File: config.mk
export PLATFORM = sky130hd
export DESIGN_NAME = pkmac_unit
export DESIGN_NICKNAME = d
export VERILOG_FILES = /design/src/rtl/pkmac_pkg.sv /design/src/rtl/pkmac_addend.sv /design/src/rtl/pkmac_acc.sv /design/src/rtl/pkmac_readout.sv /design/src/rtl/pkmac_unit.sv
export SDC_FILE = /design/constraint.sdc
export NUM_CORES = 2
export LEC_CHECK = 0
export CAP_MARGIN = 30
export CORE_AREA = 2 2 272 342
export CTS_BUF_LIST = sky130_fd_sc_hd__clkbuf_16
export CTS_CLUSTER_SIZE = 10
export DETAILED_ROUTE_END_ITERATION = 16
export DIE_AREA = 0 0 274 344
export MAX_ROUTING_LAYER = met4
export PLACE_DENSITY_LB_ADDON = 0.08
export SYNTH_ARGS = -nofsm -noshare
export SYNTH_HDL_FRONTEND = slang
export SYNTH_SLANG_ARGS = --single-unit
File: constraint.sdc
create_clock -name clk -period 14.3 [get_ports clk]
set_clock_uncertainty 0.15 [all_clocks]
set_input_delay 2.86 -clock clk [delete_from_list [all_inputs] [get_ports clk]]
set_output_delay 2.86 -clock clk [all_outputs]
set_load 0.02 [all_outputs]
File: src/rtl/pkmac_pkg.sv
// pkmac_pkg: shared widths and operation codes for the multiply-accumulate unit.
// Assumes operands split into an integral number of halfword lanes.
package pkmac_pkg;
    localparam int unsigned ACC_W  = 40;
    localparam int unsigned DATA_W = 32;
    localparam int unsigned HALF_W = 16;
    localparam int unsigned OP_W   = 3;

    typedef enum logic [OP_W-1:0] {
        OP_MAC_WORD = 3'd0,
        OP_MAC_DUAL = 3'd1,
        OP_MAC_HALF = 3'd2,
        OP_LOAD     = 3'd3
    } pkmac_op_e;
endpackage

File: src/rtl/pkmac_addend.sv
// pkmac_addend: combinational product former. For a MAC op code it yields the
// 40-bit value to add to the accumulator and raises is_mac; otherwise is_mac=0.
// Assumes two halfword lanes per operand (select bits are one bit wide).
// All arithmetic is done at ACC_W bits on sign-extended operands, so the
// result equals the true signed product reduced modulo 2^ACC_W.
module pkmac_addend
    import pkmac_pkg::*;
#(
    parameter int unsigned P_ACC_W  = ACC_W,
    parameter int unsigned P_DATA_W = DATA_W,
    parameter int unsigned P_HALF_W = HALF_W
) (
    input  logic [OP_W-1:0]     op,
    input  logic [P_DATA_W-1:0] a,
    input  logic [P_DATA_W-1:0] b,
    input  logic                sel_a,
    input  logic                sel_b,
    output logic [P_ACC_W-1:0]  addend,
    output logic                is_mac
);
    localparam int unsigned LANES  = P_DATA_W / P_HALF_W;
    localparam int unsigned WEXT   = P_ACC_W - P_DATA_W;
    localparam int unsigned HEXT   = P_ACC_W - P_HALF_W;

    logic [P_ACC_W-1:0] word_prod;
    logic [P_ACC_W-1:0] lane_prod [LANES];
    logic [P_ACC_W-1:0] dual_sum;
    logic [P_ACC_W-1:0] half_prod;
    logic [P_HALF_W-1:0] half_a, half_b;

    // Full-word product: sign-extended operands, low ACC_W bits kept.
    assign word_prod = {{WEXT{a[P_DATA_W-1]}}, a} * {{WEXT{b[P_DATA_W-1]}}, b};

    // One signed product per halfword lane.
    for (genvar g = 0; g < LANES; g++) begin : g_lane
        logic [P_HALF_W-1:0] la, lb;
        assign la = a[g*P_HALF_W +: P_HALF_W];
        assign lb = b[g*P_HALF_W +: P_HALF_W];
        assign lane_prod[g] = {{HEXT{la[P_HALF_W-1]}}, la} * {{HEXT{lb[P_HALF_W-1]}}, lb};
    end

    // Sum of all lane products for the dual mode.
    always_comb begin
        dual_sum = '0;
        for (int i = 0; i < LANES; i++) dual_sum = dual_sum + lane_prod[i];
    end

    // Selected halves for the single-half mode.
    assign half_a    = sel_a ? a[P_DATA_W-1 -: P_HALF_W] : a[P_HALF_W-1:0];
    assign half_b    = sel_b ? b[P_DATA_W-1 -: P_HALF_W] : b[P_HALF_W-1:0];
    assign half_prod = {{HEXT{half_a[P_HALF_W-1]}}, half_a} * {{HEXT{half_b[P_HALF_W-1]}}, half_b};

    // Choose the addend for the decoded op code.
    always_comb begin
        addend = '0;
        is_mac = 1'b1;
        unique case (op)
            OP_MAC_WORD: addend = word_prod;
            OP_MAC_DUAL: addend = dual_sum;
            OP_MAC_HALF: addend = half_prod;
            default:     is_mac = 1'b0;
        endcase
    end
endmodule

File: src/rtl/pkmac_acc.sv
// pkmac_acc: the accumulator register. Adds the addend when add_en, loads the
// load value when load_en, otherwise holds. Assumes add_en and load_en are
// never both high (the top decodes them from one op code).
module pkmac_acc
    import pkmac_pkg::*;
#(
    parameter int unsigned P_ACC_W = ACC_W
) (
    input  logic               clk,
    input  logic               rst_n,
    input  logic               add_en,
    input  logic               load_en,
    input  logic [P_ACC_W-1:0] addend,
    input  logic [P_ACC_W-1:0] load_val,
    output logic [P_ACC_W-1:0] acc_q
);
    // Accumulator update with modular add, load or hold.
    always_ff @(posedge clk) begin
        if (!rst_n)       acc_q <= '0;
        else if (load_en) acc_q <= load_val;
        else if (add_en)  acc_q <= acc_q + addend;
    end

    assert_hold_R9: assert property (@(posedge clk) disable iff (!rst_n)
        !(add_en || load_en) |=> $stable(acc_q));
    assert_load_value_R5: assert property (@(posedge clk) disable iff (!rst_n)
        load_en |=> acc_q == $past(load_val));
    assert_reset_clear_R10: assert property (@(posedge clk)
        !rst_n |=> acc_q == '0);
endmodule

File: src/rtl/pkmac_readout.sv
// pkmac_readout: captures the accumulator on a read strobe into the low and
// sign-extended high output words, and forms the done pulse. Assumes the
// accumulator is wider than the data word and at most twice as wide.
module pkmac_readout
    import pkmac_pkg::*;
#(
    parameter int unsigned P_ACC_W  = ACC_W,
    parameter int unsigned P_DATA_W = DATA_W
) (
    input  logic                clk,
    input  logic                rst_n,
    input  logic                rd_req,
    input  logic                any_req,
    input  logic [P_ACC_W-1:0]  acc,
    output logic [P_DATA_W-1:0] rd_lo,
    output logic [P_DATA_W-1:0] rd_hi,
    output logic                done
);
    localparam int unsigned TOP_W = P_ACC_W - P_DATA_W;
    localparam int unsigned SX_W  = 2 * P_DATA_W - P_ACC_W;

    // Read capture of the pre-update accumulator.
    always_ff @(posedge clk) begin
        if (!rst_n) begin
            rd_lo <= '0;
            rd_hi <= '0;
        end else if (rd_req) begin
            rd_lo <= acc[P_DATA_W-1:0];
            rd_hi <= {{SX_W{acc[P_ACC_W-1]}}, acc[P_ACC_W-1 -: TOP_W]};
        end
    end

    // Completion pulse one cycle after any request.
    always_ff @(posedge clk) begin
        if (!rst_n) done <= 1'b0;
        else        done <= any_req;
    end

    assert_read_pre_update_R7: assert property (@(posedge clk) disable iff (!rst_n)
        rd_req |=> rd_lo == $past(acc[P_DATA_W-1:0]));
    assert_read_hold_R6: assert property (@(posedge clk) disable iff (!rst_n)
        !rd_req |=> $stable(rd_lo) && $stable(rd_hi));
    assert_done_idle_R8: assert property (@(posedge clk) disable iff (!rst_n)
        !any_req |=> !done);
endmodule

File: src/rtl/pkmac_unit.sv
// pkmac_unit: top of the 40-bit packed-halfword multiply-accumulate unit.
// Decodes the op code into add/load enables, forms the addend, updates the
// accumulator and serves reads. Assumes condition checks and register access
// happen upstream; no flags are produced.
module pkmac_unit
    import pkmac_pkg::*;
(
    input  logic              clk,
    input  logic              rst_n,
    input  logic              in_valid,
    input  logic [OP_W-1:0]   in_op,
    input  logic [DATA_W-1:0] opnd_a,
    input  logic [DATA_W-1:0] opnd_b,
    input  logic              sel_a,
    input  logic              sel_b,
    input  logic [DATA_W-1:0] wr_lo,
    input  logic [DATA_W-1:0] wr_hi,
    input  logic              rd_req,
    output logic [DATA_W-1:0] rd_lo,
    output logic [DATA_W-1:0] rd_hi,
    output logic              done
);
    localparam int unsigned TOP_W = ACC_W - DATA_W;

    logic [ACC_W-1:0] addend, acc_q, load_val;
    logic             is_mac, add_en, load_en;

    // Enables for the accumulator from strobe and op code.
    assign add_en   = in_valid && is_mac;
    assign load_en  = in_valid && (in_op == OP_LOAD);
    assign load_val = {wr_hi[TOP_W-1:0], wr_lo};

    pkmac_addend #(.P_ACC_W(ACC_W), .P_DATA_W(DATA_W), .P_HALF_W(HALF_W)) u_addend (
        .op(in_op), .a(opnd_a), .b(opnd_b), .sel_a(sel_a), .sel_b(sel_b),
        .addend(addend), .is_mac(is_mac)
    );

    pkmac_acc #(.P_ACC_W(ACC_W)) u_acc (
        .clk(clk), .rst_n(rst_n), .add_en(add_en), .load_en(load_en),
        .addend(addend), .load_val(load_val), .acc_q(acc_q)
    );

    pkmac_readout #(.P_ACC_W(ACC_W), .P_DATA_W(DATA_W)) u_readout (
        .clk(clk), .rst_n(rst_n), .rd_req(rd_req), .any_req(in_valid || rd_req),
        .acc(acc_q), .rd_lo(rd_lo), .rd_hi(rd_hi), .done(done)
    );

    assert_done_pulse_R8: assert property (@(posedge clk) disable iff (!rst_n)
        (in_valid || rd_req) |=> done);
    assert_enables_exclusive_R9: assert property (@(posedge clk) disable iff (!rst_n)
        $countones({add_en, load_en}) <= 1);
endmodule

; ---- Word level (Yosys, flattened, before mapping)
; Index checks and enable logic that the tools add are counted.
[op_classes]
add_sub_neg = 2
multipliers = 4
n_eq_ne = 3
n_mux = 6
n_reduce_logical = 6
[op_table]
columns = cell, n
row1 = $pmux W40 S3, 1
row2 = $mul A16 B16 Y32, 3
row3 = $add A40 B40 Y40, 2
row4 = $mux W40, 2
row5 = $mul A32 B32 Y40, 1
row6 = $mux W16, 2
row7 = $eq A3 B2 Y1 const B, 2
row8 = $eq A3 B1 Y1 const B, 1
row9 = $logic_not A3 Y1, 1
row10 = $reduce_or A3 Y1, 1
row11 = $logic_and A1 B1 Y1, 2
row12 = $reduce_bool A2 Y1, 1
row13 = $logic_or A1 B1 Y1, 1
row14 = $mux W1, 1
[totals]
regBits = 81
inputBits = 137

; ---- Logic depth before layout (Yosys ltp)
[logic_depth]
depth_word = 6
depth_mapped = 48

; ---- By module
; Synthesis repeated with hierarchy kept, for this count alone.
[hier_totals]
cells_unflattened = 6031
area_unflattened_um2 = 54682.4
[by_module_without_submodules]
columns = module, n_inst, cells_per_inst, area_each_um2, seq_area_each_um2
row1 = pkmac_addend, 1, 5333, 48793.0, 0.0
row2 = pkmac_acc, 1, 540, 4101.4, 800.8
row3 = pkmac_readout, 1, 155, 1764.2, 820.8
row4 = pkmac_unit, 1, 3, 23.8, 0.0

; ---- Worst setup path before layout
; Ideal clock, no wire load.
[synth_path]
path_kind = input-to-reg
from = in opnd_a[9]
to = reg u_acc.acc_q[39]
setup_time_ns = 0.081
arrival_ns = 12.143
required_time_ns = 14.069
setup_slack_ns = 1.926
stages = 43
n_path_buf = 3
path_cell_list = clkbuf_1 -> clkbuf_1 -> nand2_1 -> fa_1 -> fa_1 -> fa_1 -> fa_1 -> inv_1 -> fa_1 -> fa_1 -> ha_1 -> a21o_1 -> a21oi_1 -> and2_1 -> a21oi_1 -> a21oi_1 -> o21ai_0 -> and2_1 -> [... 7 more ...] -> a21oi_1 -> nor2_1 -> a211oi_2 -> o21bai_1 -> a21oi_2 -> o21bai_1 -> mux2_1 -> o21ai_1 -> ha_1 -> clkbuf_1 -> and4_1 -> nand2_1 -> or2_2 -> o211ai_1 -> a21oi_1 -> xnor2_1 -> or4_1 -> a41oi_1
[synth_between]
elab_chain_len = 6
word_cells_on_any_way = 9
[synth_rtl]
columns = item, line
row1 = from (decl), pkmac_unit.sv:12  ; input logic [DATA_W-1:0] opnd_a,
row2 = $mul A16 B16 Y32 or $mux W16 (tied branches), "pkmac_addend.sv:39, pkmac_addend.sv:49"
row3 = $add A40 B40 Y40 or $mul A16 B16 Y32 (tied branches), "pkmac_addend.sv:45, pkmac_addend.sv:51"
row4 = $pmux W40 S3 (*), pkmac_addend.sv:57  ; unique case (op)
row5 = $add A40 B40 Y40 (*), pkmac_acc.sv:21  ; else if (add_en) acc_q <= acc_q + addend;
row6 = $mux W40 (*), pkmac_acc.sv:21
row7 = $mux W40 (*), pkmac_acc.sv:20  ; else if (load_en) acc_q <= load_val;
row8 = to (signal assigned), pkmac_acc.sv:20
row9 = to (signal assigned), pkmac_acc.sv:21
row10 = to (decl), pkmac_acc.sv:15  ; output logic [P_ACC_W-1:0] acc_q
; Mark *: on every way between the ends. The rest lies on a longest branch, timed or not. The select of a mux whose other input is x is not followed.
; A chain may end at the register's enable or synchronous reset.

; ---- Worst setup path after layout
[layout_path]
from = in opnd_b[6]
to = reg u_acc.acc_q[39]
[layout_between]
elab_chain_len = 6
word_cells_on_any_way = 9
[layout_rtl]
columns = item, line
row1 = from (decl), pkmac_unit.sv:13  ; input logic [DATA_W-1:0] opnd_b,
row2 = $mul A16 B16 Y32 or $mux W16 (tied branches), "pkmac_addend.sv:39, pkmac_addend.sv:50"
row3 = $add A40 B40 Y40 or $mul A16 B16 Y32 (tied branches), "pkmac_addend.sv:45, pkmac_addend.sv:51"
row4 = $pmux W40 S3 (*), pkmac_addend.sv:57
row5 = $add A40 B40 Y40 (*), pkmac_acc.sv:21
row6 = $mux W40 (*), pkmac_acc.sv:21
row7 = $mux W40 (*), pkmac_acc.sv:20
; Marks and branches as above.

==> impl_metrics.py <==
metrics = {
    "place": {
        "place.port_buffers": 177,
        "place.gp.congestion": 1.01,
        "detailedPlacementHpwl_um": 149000,
    },
    "clock_tree": {
        "clock_insertion_delay_at_the_later_pin_of_the_skew_report_ps": 350,
        "clock_tree_sinks": 81,
        "clk_pin_slew_worst_paths_ps": 60,
        "root_buffer": "clkbuf_16",
        "cts_tree": "yes",
        "postCtsSetupRepairBufs": 0,
        "numCtsBuffers": 9,
        "clock_tree.htree_level_count": 3,
        "holdBufCountCts": 0,
        "cts-root-to-sink-buffers": 2,
    },
    "critical_path": {
        "crit_fanout": 24,
        "path_class": "in -> reg",
        "required_time_worst_endpoint_ps": 14410,
        "crit_path_end_kind": "register",
        "crit_path_top_delay_cell": "clkdlybuf4s50_1",
        "timing.critical_path.slowest_cell_delay_ps": 850,
        "cpMostUsedCell": "fa_1",
        "setup.worst_path.start_class": "primary input",
        "timing.critical_path.arrival_ps": 13850,
    },
    "sta": {
        "slew_headroom_pct": 28.9,
        "setup_violations": 0,
        "rsz0062_at_grt": "no",
        "finalMaxSlewViolations": 0,
        "timing_hold_violations_final": 0,
        "timing_worst_slew_pin_value_ps": 1040,
        "tns_ps": 0,
        "timing.final.crit_period_ps": 13750,
        "share_of_the_cycle_needed_by_the_critical_path_after_routing_pct": 96.1,
        "maxClockFrequency_ghz": 0.0727,
    },
    "logic_synthesis": {
        "netlist_instances": 6645,
        "postSynthAreaPerCell_um2": 8.85,
        "synth_flop_cell": "dfxtp_1",
        "yosys.area_share.xor_xnor_pct": 3.46,
        "synth_nets": 8683,
        "synth-edff-count": 0,
        "synth.area.mux_share_pct": 1.87,
        "synth_top_family_by_area": "adder cells",
        "post_synth_instance_area_um2": 58800,
        "synth-compound-area-share_pct": 6.83,
        "post_synth_arst_share_pct": 0,
        "synth_simple_gate_area_share_pct": 13.4,
        "synth_cell_types": 77,
        "post-synth-top-count-cell": "inv_1",
        "synth-seq-area-share_pct": 2.76,
        "synthTopCellsByArea": "fa_1 49%, inv_1 11%, ha_1 10%",
        "synth-warning-count": 0,
        "synth_commonest_cells": "1709 x inv_1, 1426 x fa_1, 818 x nand2_1, 475 x ha_1, 418 x and2_1",
        "netlist.top_cell.by_area": "fa_1",
        "synth_top_cell_area_share_pct": 48.6,
        "ys_seq_elements": 81,
        "synth-adder-area-share_pct": 58.7,
    },
    "detailed_routing": {
        "route.detailed.drc": 0,
        "wl_um": 175000,
        "drt_pass1_iterations": 6,
        "route.antenna.remaining_nets": 0,
        "route.detailed.wl_per_inst_um": 22.0,
        "drt-initial-drc-count": 3007,
        "total_number_of_vias": 45303,
        "route.detailed.vias_per_inst": 5.71,
    },
    "global_routing": {
        "vias_in_the_first_global_route": 48641,
        "grt_antenna_before_repair": 14,
        "grt_use_total_pct": 39.8,
        "first_pass_grt_wire_length_um": 274000,
        "globalRouteOverflowTotal": 0,
        "grt_start_max_net_pins": 63,
    },
    "floorplan": {
        "num_rows": 124,
        "chipHeight_um": 344,
        "pin_count": 202,
        "die-area_um2": 94300,
        "die_w_um": 274,
        "placeableCoreArea_um2": 90900,
        "initial_core_utilization_pct": 64.6,
    },
    "finish": {
        "synthToLayoutAreaGrowth_pct": 6.45,
        "layout.nets": 8758,
        "final_layout_size_suffix_gt1_share_pct": 4.00,
    },
    "hold_path": {
        "hold_path.class": "reg -> reg",
    },
    "outcome": {
        "status": "finished, final reports clean",
    },
    "flow_run": {
        "max_cap_violations": 0,
    },
}
-- layer usage --
metal / wire length (um) / global-route usage [%] / vias up / part of all wire [%]
li1: - / - / 19807 / -
met1: 64500 / 48.0 / 23111 / 37
met2: 84700 / 64.5 / 1901 / 48
met3: 14500 / 7.23 / 484 / 8.3
met4: 11200 / 20.2 / 0 / 6.4
met5: 0 / - / - / 0
-- per-stage QoR --
step	hold slack, ps	util (%)	cells	instance area, um2	worst slack, ps
2_1_floorplan	337	-	6645	58800	1930
3_3_place_gp	327	68.5	7905	62200	416
3_5_place_dp	334	68.5	7906	62300	386
4_1_cts	346	68.8	7922	62500	670
5_1_grt	368	68.8	7935	62600	2.14
6_report	346	68.8	7935	62600	551
-- flip-flops by register name, indices dropped and copies added (netlist names) --
register and cells:
u_readout.done 1, u_acc.acc_q 40, u_readout.rd_lo 32, u_readout.rd_hi 8
-- final timing paths --
check | start | end | slack, ps | depth (start not counted)
max | opnd_b[6] | u_acc.acc_q[39]$_SDFFE_PN0P_ | 550 | 41
min | u_readout.rd_lo[8]$_SDFFE_PN0P_ | u_readout.rd_lo[8]$_SDFFE_PN0P_ | 350 | 2
max reg2reg | u_acc.acc_q[1]$_SDFFE_PN0P_ | u_acc.acc_q[21]$_SDFFE_PN0P_ | 10850 | 11
min reg2reg | u_readout.rd_lo[8]$_SDFFE_PN0P_ | u_readout.rd_lo[8]$_SDFFE_PN0P_ | 350 | 2
-- worst max-delay path, delay by kind of cell --
family                     cells  cell delay, ps
and+or+nand+nor               10            1630
xor gates and xnor gates       2             910
AOI/OAI and AO/OA             14            2730
buffers and inverters          6            1560
adders and majority gates      9            4120
-- what timing repair did --
item,CTS,global route
gates resized for setup,0,4
hold endpoints to repair,0,0
setup endpoints to repair,0,1
-- layout make-up --
type | instances | area, um2
clock inverters | 7 | 45.0
flip-flops and latches | 81 | 1620
fillers | 7509 | 28400
repair buffers | 360 | 3170
well taps | 1197 | 1500
clock buffers | 9 | 225
inverters | 1709 | 6410
multi-input cells | 4559 | 49600
diodes | 13 | 32.5
-- cells in the final DEF, fill, tap and decap left out, drive strengths merged, types with 78 or more instances in the layout --
cell type / n
nor2: 290
clkdlybuf4s50: 168
buf: 189
o21ai: 125
mux2i: 78
dfxtp: 81
a21oi: 161
ha: 475
and2: 418
nand2: 818
inv: 1712
xnor2: 181
fa: 1426
-- cells by family (layout without fill, tap and decap cells) --
group / after synthesis / after routing
buffers and inverters: 2005 / 2085
multiplexers: 106 / 106
flip-flops: 81 / 81
XOR/XNOR: 232 / 232
adder cells (fa/ha/maj): 1901 / 1901
other: 0 / 13
AO/OA/AOI/OAI: 607 / 607
AND/OR/NAND/NOR: 1713 / 1713
Power is left out: the tool's default activity adds up to more than one toggle a clock period on the data nets, which glitch-free logic cannot reach.
